$ cat config.mk
export PLATFORM = sky130hd
export DESIGN_NAME = spi_fifo_master
export DESIGN_NICKNAME = d
export VERILOG_FILES = /design/src/rtl/spi_fm_pkg.sv /design/src/rtl/spi_fm_fifo.sv /design/src/rtl/spi_fm_shifter.sv /design/src/rtl/spi_fifo_master.sv
export SDC_FILE = /design/constraint.sdc
export NUM_CORES = 1
export LEC_CHECK = 0
export ABC_CLOCK_PERIOD_IN_PS = 4400
export BUFFER_PORTS_ARGS = -buffer_cell sky130_fd_sc_hd__buf_4
export CAP_MARGIN = 0
export CELL_PAD_IN_SITES_DETAIL_PLACEMENT = 1
export CELL_PAD_IN_SITES_GLOBAL_PLACEMENT = 1
export CORE_ASPECT_RATIO = 0.7
export CORE_MARGIN = 1
export CORE_UTILIZATION = 50
export CTS_CLUSTER_SIZE = 25
export DETAILED_ROUTE_END_ITERATION = 8
export PLACE_DENSITY_LB_ADDON = 0.08
export SLEW_MARGIN = 20
export SYNTH_ARGS = -nofsm -noshare
export SYNTH_HDL_FRONTEND = slang
export SYNTH_SLANG_ARGS = --single-unit
$ cat constraint.sdc
create_clock -name clk -period 4.4 [get_ports clk]
set_clock_uncertainty 0.05 [all_clocks]
set_input_delay 0.88 -clock clk [delete_from_list [all_inputs] [get_ports clk]]
set_output_delay 0.88 -clock clk [all_outputs]
set_load 0.05 [all_outputs]
$ cat src/rtl/spi_fm_pkg.sv
package spi_fm_pkg;

  localparam logic [7:0] OFS_CTRL = 8'h60;
  localparam logic [7:0] OFS_STAT = 8'h64;
  localparam logic [7:0] OFS_TXD  = 8'h68;
  localparam logic [7:0] OFS_RXD  = 8'h6C;
  localparam logic [7:0] OFS_SEL  = 8'h70;

  // Packed MSB first: bit 9 down to bit 0.
  typedef struct packed {
    logic lsb_first;
    logic tx_hold;
    logic sel_manual;
    logic rx_clr;
    logic tx_clr;
    logic cpha;
    logic cpol;
    logic master;
    logic enable;
    logic loop;
  } ctrl_t;

  localparam logic [9:0] CTRL_RST = 10'h100;

endpackage

$ cat src/rtl/spi_fm_fifo.sv
module spi_fm_fifo #(
  parameter int W     = 8,
  parameter int DEPTH = 16
) (
  input  logic         clk,
  input  logic         rst_n,
  input  logic         flush,
  input  logic         push,
  input  logic [W-1:0] din,
  input  logic         pop,
  output logic [W-1:0] dout,
  output logic         empty,
  output logic         full
);
  localparam int AW = $clog2(DEPTH);
  localparam logic [AW:0] LVL_MAX = (AW+1)'(DEPTH);

  logic [W-1:0] mem [DEPTH];
  logic [AW:0]  wp_q, wp_d, rp_q, rp_d;
  logic         do_push, do_pop;

  assign empty   = (wp_q == rp_q);
  assign full    = (wp_q[AW] != rp_q[AW]) && (wp_q[AW-1:0] == rp_q[AW-1:0]);
  assign do_push = push && !full;
  assign do_pop  = pop && !empty;
  assign dout    = mem[rp_q[AW-1:0]];

  always_comb begin
    wp_d = wp_q;
    rp_d = rp_q;
    if (flush) begin
      wp_d = '0;
      rp_d = '0;
    end else begin
      if (do_push) wp_d = wp_q + 1'b1;
      if (do_pop)  rp_d = rp_q + 1'b1;
    end
  end

  always_ff @(posedge clk or negedge rst_n) begin
    if (!rst_n) begin
      wp_q <= '0;
      rp_q <= '0;
    end else begin
      wp_q <= wp_d;
      rp_q <= rp_d;
    end
  end

  always_ff @(posedge clk) begin
    if (do_push && !flush) mem[wp_q[AW-1:0]] <= din;
  end

  a_r3_level_bound: assert property (@(posedge clk) disable iff (!rst_n)
    (wp_q - rp_q) <= LVL_MAX);
  a_r3_full_drop_holds: assert property (@(posedge clk) disable iff (!rst_n)
    (full && push && !pop && !flush) |=> full);
  a_r2_not_empty_and_full: assert property (@(posedge clk) disable iff (!rst_n)
    !(empty && full));

endmodule

$ cat src/rtl/spi_fm_shifter.sv
module spi_fm_shifter #(
  parameter int W    = 8,
  parameter int HALF = 2
) (
  input  logic         clk,
  input  logic         rst_n,
  input  logic         run,
  input  logic         hold,
  input  logic         cpol,
  input  logic         cpha,
  input  logic         lsb,
  input  logic         loop,
  input  logic         tx_empty,
  input  logic [W-1:0] tx_word,
  output logic         tx_pop,
  output logic         rx_push,
  output logic [W-1:0] rx_word,
  output logic         sclk,
  output logic         mosi,
  input  logic         miso,
  output logic         busy
);
  localparam int EW = $clog2(2*W);
  localparam int DW = $clog2(HALF+1);
  localparam logic [EW-1:0] LAST = EW'(2*W-1);
  localparam logic [DW-1:0] DLIM = DW'(HALF-1);

  logic          busy_q, busy_d, sclk_q, sclk_d, push_q, push_d;
  logic [DW-1:0] div_q, div_d;
  logic [EW-1:0] edge_q, edge_d;
  logic [W-1:0]  tx_q, tx_d, rx_q, rx_d;
  logic          start, tick, sample_now, shift_now, rx_in;

  assign mosi    = lsb ? tx_q[0] : tx_q[W-1];
  assign rx_in   = loop ? mosi : miso;
  assign start   = !busy_q && run && !hold && !tx_empty;
  assign tick    = busy_q && (div_q == DLIM);
  assign sample_now = tick && (edge_q[0] == cpha);
  assign shift_now  = tick && (edge_q[0] != cpha) && (edge_q != '0) && (edge_q != LAST);

  always_comb begin
    busy_d = busy_q;
    sclk_d = sclk_q;
    div_d  = div_q;
    edge_d = edge_q;
    tx_d   = tx_q;
    rx_d   = rx_q;
    push_d = 1'b0;
    if (!busy_q) begin
      sclk_d = cpol;
      if (start) begin
        busy_d = 1'b1;
        tx_d   = tx_word;
        rx_d   = '0;
        div_d  = '0;
        edge_d = '0;
      end
    end else begin
      div_d = tick ? '0 : div_q + 1'b1;
      if (tick) begin
        sclk_d = ~sclk_q;
        edge_d = edge_q + 1'b1;
        if (edge_q == LAST) begin
          busy_d = 1'b0;
          push_d = 1'b1;
        end
      end
      if (sample_now) rx_d = lsb ? {rx_in, rx_q[W-1:1]} : {rx_q[W-2:0], rx_in};
      if (shift_now)  tx_d = lsb ? (tx_q >> 1) : (tx_q << 1);
    end
  end

  always_ff @(posedge clk or negedge rst_n) begin
    if (!rst_n) begin
      busy_q <= 1'b0;
      sclk_q <= 1'b0;
      push_q <= 1'b0;
      div_q  <= '0;
      edge_q <= '0;
      tx_q   <= '0;
      rx_q   <= '0;
    end else begin
      busy_q <= busy_d;
      sclk_q <= sclk_d;
      push_q <= push_d;
      div_q  <= div_d;
      edge_q <= edge_d;
      tx_q   <= tx_d;
      rx_q   <= rx_d;
    end
  end

  assign tx_pop  = start;
  assign rx_push = push_q;
  assign rx_word = rx_q;
  assign sclk    = sclk_q;
  assign busy    = busy_q;

  a_r5_hold_blocks_start: assert property (@(posedge clk) disable iff (!rst_n)
    (!busy_q && hold) |=> !busy_q);
  a_r9_sclk_rests: assert property (@(posedge clk) disable iff (!rst_n)
    (!busy_q && $past(!busy_q)) |-> (sclk_q == $past(cpol)));
  a_r12_push_ends_word: assert property (@(posedge clk) disable iff (!rst_n)
    push_q |-> (!busy_q && $past(busy_q)));
  a_r7_edge_idle_zero: assert property (@(posedge clk) disable iff (!rst_n)
    !busy_q |-> (edge_q == '0));

endmodule

$ cat src/rtl/spi_fifo_master.sv
module spi_fifo_master
  import spi_fm_pkg::*;
#(
  parameter int WIDTH      = 8,
  parameter int DEPTH      = 16,
  parameter int SCLK_HALF  = 2,
  parameter int NUM_SEL    = 4
) (
  input  logic               clk,
  input  logic               rst_n,
  input  logic               bus_wr,
  input  logic               bus_rd,
  input  logic [7:0]         bus_addr,
  input  logic [31:0]        bus_wdata,
  output logic [31:0]        bus_rdata,
  output logic               sclk,
  output logic               mosi,
  input  logic               miso,
  output logic [NUM_SEL-1:0] ss_n
);
  ctrl_t              ctrl_q, ctrl_d;
  logic [NUM_SEL-1:0] sel_q, sel_d;
  logic               tx_push, tx_pop, tx_empty, tx_full;
  logic               rx_push, rx_pop, rx_empty, rx_full;
  logic [WIDTH-1:0]   tx_head, rx_head, rx_word;
  logic               eng_busy;

  assign tx_push = bus_wr && (bus_addr == OFS_TXD);
  assign rx_pop  = bus_rd && (bus_addr == OFS_RXD);

  always_comb begin
    ctrl_d        = ctrl_q;
    ctrl_d.tx_clr = 1'b0;
    ctrl_d.rx_clr = 1'b0;
    sel_d         = sel_q;
    if (bus_wr && bus_addr == OFS_CTRL) ctrl_d = ctrl_t'(bus_wdata[9:0]);
    if (bus_wr && bus_addr == OFS_SEL)  sel_d  = bus_wdata[NUM_SEL-1:0];
  end

  always_ff @(posedge clk or negedge rst_n) begin
    if (!rst_n) begin
      ctrl_q <= ctrl_t'(CTRL_RST);
      sel_q  <= '1;
    end else begin
      ctrl_q <= ctrl_d;
      sel_q  <= sel_d;
    end
  end

  always_comb begin
    bus_rdata = '0;
    case (bus_addr)
      OFS_CTRL: bus_rdata = {22'b0, ctrl_q};
      OFS_STAT: bus_rdata = {27'b0, 1'b0, tx_full, tx_empty, rx_full, rx_empty};
      OFS_RXD:  bus_rdata = 32'(rx_head);
      OFS_SEL:  bus_rdata = 32'(sel_q);
      default:  bus_rdata = '0;
    endcase
  end

  assign ss_n = ctrl_q.sel_manual ? sel_q : '1;

  spi_fm_fifo #(.W(WIDTH), .DEPTH(DEPTH)) u_txq (
    .clk(clk), .rst_n(rst_n), .flush(ctrl_q.tx_clr),
    .push(tx_push), .din(bus_wdata[WIDTH-1:0]),
    .pop(tx_pop), .dout(tx_head), .empty(tx_empty), .full(tx_full));

  spi_fm_fifo #(.W(WIDTH), .DEPTH(DEPTH)) u_rxq (
    .clk(clk), .rst_n(rst_n), .flush(ctrl_q.rx_clr),
    .push(rx_push), .din(rx_word),
    .pop(rx_pop), .dout(rx_head), .empty(rx_empty), .full(rx_full));

  spi_fm_shifter #(.W(WIDTH), .HALF(SCLK_HALF)) u_eng (
    .clk(clk), .rst_n(rst_n),
    .run(ctrl_q.enable && ctrl_q.master), .hold(ctrl_q.tx_hold),
    .cpol(ctrl_q.cpol), .cpha(ctrl_q.cpha), .lsb(ctrl_q.lsb_first), .loop(ctrl_q.loop),
    .tx_empty(tx_empty), .tx_word(tx_head), .tx_pop(tx_pop),
    .rx_push(rx_push), .rx_word(rx_word),
    .sclk(sclk), .mosi(mosi), .miso(miso), .busy(eng_busy));

  a_r6_clear_self_ends: assert property (@(posedge clk) disable iff (!rst_n)
    (ctrl_q.tx_clr && !(bus_wr && bus_addr == OFS_CTRL)) |=> !ctrl_q.tx_clr);
  a_r9_no_start_when_off: assert property (@(posedge clk) disable iff (!rst_n)
    (!eng_busy && !(ctrl_q.enable && ctrl_q.master)) |=> !eng_busy);

endmodule

==> results.sh <==
export IMPL_io_buffer_count=38
export IMPL_setup_violations=0
export IMPL_drt_met1_wl_um=15400
export IMPL_worstPathMaxFanout=11
export IMPL_dp_hpwl_um=20800
export IMPL_grt_max_degree=60
export IMPL_worstPathRequired_ns=3.47
export IMPL_ys_seq_area_share_pct=67.8
export IMPL_diodes=0
export IMPL_tightest_slew_ns=1.00
export IMPL_cap_violations=0
export IMPL_power_leakage_nw=5.29
export IMPL_endpoint_kind="output pin"
export IMPL_dieArea_mm2=0.0277
export IMPL_cts_root_buf="clkbuf_16"
export IMPL_rrSetupSlack_ns=1.80
export IMPL_rsz0062_at_grt="false"
export IMPL_n_fill_cell=2378
export IMPL_initial_core_util_pct=51.8
export IMPL_synthesis_area_mm2=0.0135
export IMPL_drc=0
export IMPL_hold_viol_final=0
export IMPL_switching_share_pct=21.2
export IMPL_grt_overflow_total=0
export IMPL_power_mw=6.20
export IMPL_route_met2_wl_um=13300
export IMPL_cts_max_path_buffers=3
export IMPL_synth_area_per_cell_um2=17.1
export IMPL_setup_tns_ns=0
export IMPL_cts_buffers=31
export IMPL_seq_power_share_pct=52.9
export IMPL_wl_um=31000
export IMPL_synthTopCellsByArea="edfxtp_1 (57%), mux4_2 (10%), dfrtp_1 (10%), mux2i_1 (2.9%), mux2_2 (1.6%)"
export IMPL_cts_tree="built"
export IMPL_synth_ff_type="edfxtp_1"
export IMPL_ir_worst_vdd_mv=0.407
export IMPL_drive_above_1_share_pct=23.8
export IMPL_drt_wirelength_per_cell_um=25.5
export IMPL_ys_types=59
export IMPL_synth_top_cell_area_share_pct=56.8
export IMPL_core_area_mm2=0.0261
export IMPL_dr_pass1_iters=4
export IMPL_yosysTopAreaCell="edfxtp_1"
export IMPL_gp_congestion=0.803
export IMPL_postCtsHoldBufs=0
export IMPL_met3_length_um=2090
export IMPL_die_h_um=140
export IMPL_synth_edf_count=256
export IMPL_clkPwrFrac_pct=43.0
export IMPL_internal_power_mw=4.89
export IMPL_clkLatencyLatePin_ns=0.57
export IMPL_crit_type="in2out"
export IMPL_vias=7268
export IMPL_layout_min_cycle_time_ns=3.85
export IMPL_status="finished clean"
export IMPL_top_layer_used="met4"
export IMPL_die_x_um=199
export IMPL_grt_util_all_layers_pct=23.1
export IMPL_ios=83
export IMPL_rows=49
export IMPL_crit_arrival_ns=2.92
export IMPL_post_cts_resized=0
export IMPL_netlist_instances=791
export IMPL_synth_most_common_cell="edfxtp_1"
export IMPL_async_flop_share_pct=18.7
export IMPL_ys_ff_latch=315
export IMPL_p_comb_share_pct=4.0
export IMPL_drv_slew=0
export IMPL_post_cts_setup_buffers=0
export IMPL_htreeDepth=1
export IMPL_numClockSinks=315
export IMPL_grt_pass1_wl_um=46500
export IMPL_cts_clk_slew_worst_paths_ns=0.07
export IMPL_grt_pass1_vias=7422
export IMPL_routed_via_density=5.96
export IMPL_hp_class="in2async"
export IMPL_ant_nets=0
export IMPL_area_growth_pct=11.7
export IMPL_antenna_found_initial=1
export IMPL_crit_path_start_kind="primary input"
export IMPL_yosys_top_cells_count="edfxtp_1 (256), mux4_2 (63), dfrtp_1 (54)"
export IMPL_relSlewSlack_pct=33.2
export IMPL_max_freq_mhz=260
export IMPL_switching_power_mw=1.32
export IMPL_fin_nets=895
export IMPL_yosysWarnings=0
export IMPL_powerDensity_mw_per_mm2=410
export IMPL_fin_crit_sh_pct=87.4
export IMPL_drt_iter0_drc=599
layer usage:
| metal | global-route usage (%) | vias up |
|---|---|---|
| met2 | 31.8 | 230 |
| met3 | 4.75 | 29 |
| met4 | 3.16 | 0 |
| met5 | 0 | - |
| li1 | - | 3164 |
| met1 | 38.3 | 3845 |
cell families after synthesis:
kind of cell / after synthesis / share of synthesized area [%]
multiplexers: 128 / 15.8
adder cells (fa/ha/maj): 12 / 1.11
AO/OA/AOI/OAI: 86 / 4.25
XOR/XNOR: 23 / 1.71
flip-flops: 315 / 67.8
other: 1 / 0.0277
buffers and inverters: 71 / 3.05
AND/OR/NAND/NOR: 155 / 6.28
placed cells by master (no fill, tap or decap), drive strengths merged, types with 6 or more instances in the layout:
| cell | instances |
|---|---|
| a21oi | 23 |
| a22o | 6 |
| a22oi | 6 |
| and2 | 14 |
| and3 | 16 |
| buf | 51 |
| clkbuf | 41 |
| clkinv | 10 |
| conb | 22 |
| dfrtp | 54 |
| edfxtp | 256 |
| ha | 12 |
| inv | 14 |
| mux2 | 25 |
| mux2i | 39 |
| mux4 | 64 |
| nand2 | 26 |
| nand2b | 6 |
| nand3 | 19 |
| nor2 | 33 |
| nor2b | 10 |
| o21ai | 19 |
| xnor2 | 18 |
critical path, stage by stage:
cell and delay [ns]:
buf_4 0.11, and4bb_2 0.42, and3_1 0.32, nand3_1 0.44, o221ai_1 0.46, buf_4 0.27
metrics by stage:
stage | utilization, % | setup WS (ns) | hold slack (ns) | cells | area [um2]
global placement | 54.0 | 0.663 | 0.447 | 1162 | 14100
floorplan | - | 0.691 | 0.427 | 812 | 13600
global route | 57.9 | 0.483 | 0.379 | 1219 | 15100
CTS | 57.9 | 0.606 | 0.362 | 1219 | 15100
detailed placement | 54.0 | 0.631 | 0.479 | 1162 | 14100
finish | 57.9 | 0.555 | 0.329 | 1219 | 15100
sequential cells by signal, indices dropped and copies added (netlist names), 2 cells and up:
register	count
u_txq.rp_q	5
u_eng.edge_q	4
u_eng.div_q	2
sel_q	4
ctrl_q	10
u_txq.wp_q	5
u_txq.mem	128
u_rxq.rp_q	5
u_eng.tx_q	8
u_eng.rx_word	8
u_rxq.wp_q	5
u_rxq.mem	128
area by class of cell:
cell class | instances | area [um2] | share of cell area [%]
well taps | 357 | 447 | 2.95
clock buffers | 41 | 833 | 5.51
repair buffers | 51 | 395 | 2.61
flip-flops and latches | 315 | 9170 | 60.7
multi-input cells | 426 | 4040 | 26.7
inverters | 13 | 48.8 | 0.323
clock inverters | 16 | 185 | 1.22
power groups by stage:
stage / Combinational, mW / Clock (mW) / Sequential, mW
floorplan: 0.184 / 0 / 3.33
global placement: 0.242 / 0 / 3.34
detailed placement: 0.252 / 0 / 3.34
CTS: 0.254 / 2.72 / 3.28
global route: 0.271 / 2.83 / 3.28
finish: 0.251 / 2.67 / 3.28
final timing paths:
kind	from	end	depth (start not counted)
min in group clk	u_eng.tx_q[1]$_DFFE_PN0P_	u_eng.tx_q[1]$_DFFE_PN0P_	1
worst min register to register	u_eng.tx_q[1]$_DFFE_PN0P_	u_eng.tx_q[1]$_DFFE_PN0P_	1
worst min-delay path	rst_n	u_rxq.wp_q[1]$_DFFE_PN0P_	1
max in group asynchronous	rst_n	u_txq.rp_q[0]$_DFFE_PN0P_	1
worst max-delay path	bus_addr[7]	bus_rdata[1]	6
worst max register to register	u_rxq.rp_q[2]$_DFFE_PN0P_	u_rxq.mem[12][7]$_DFFE_PP_	6
(Power assumes the default switching activity.)
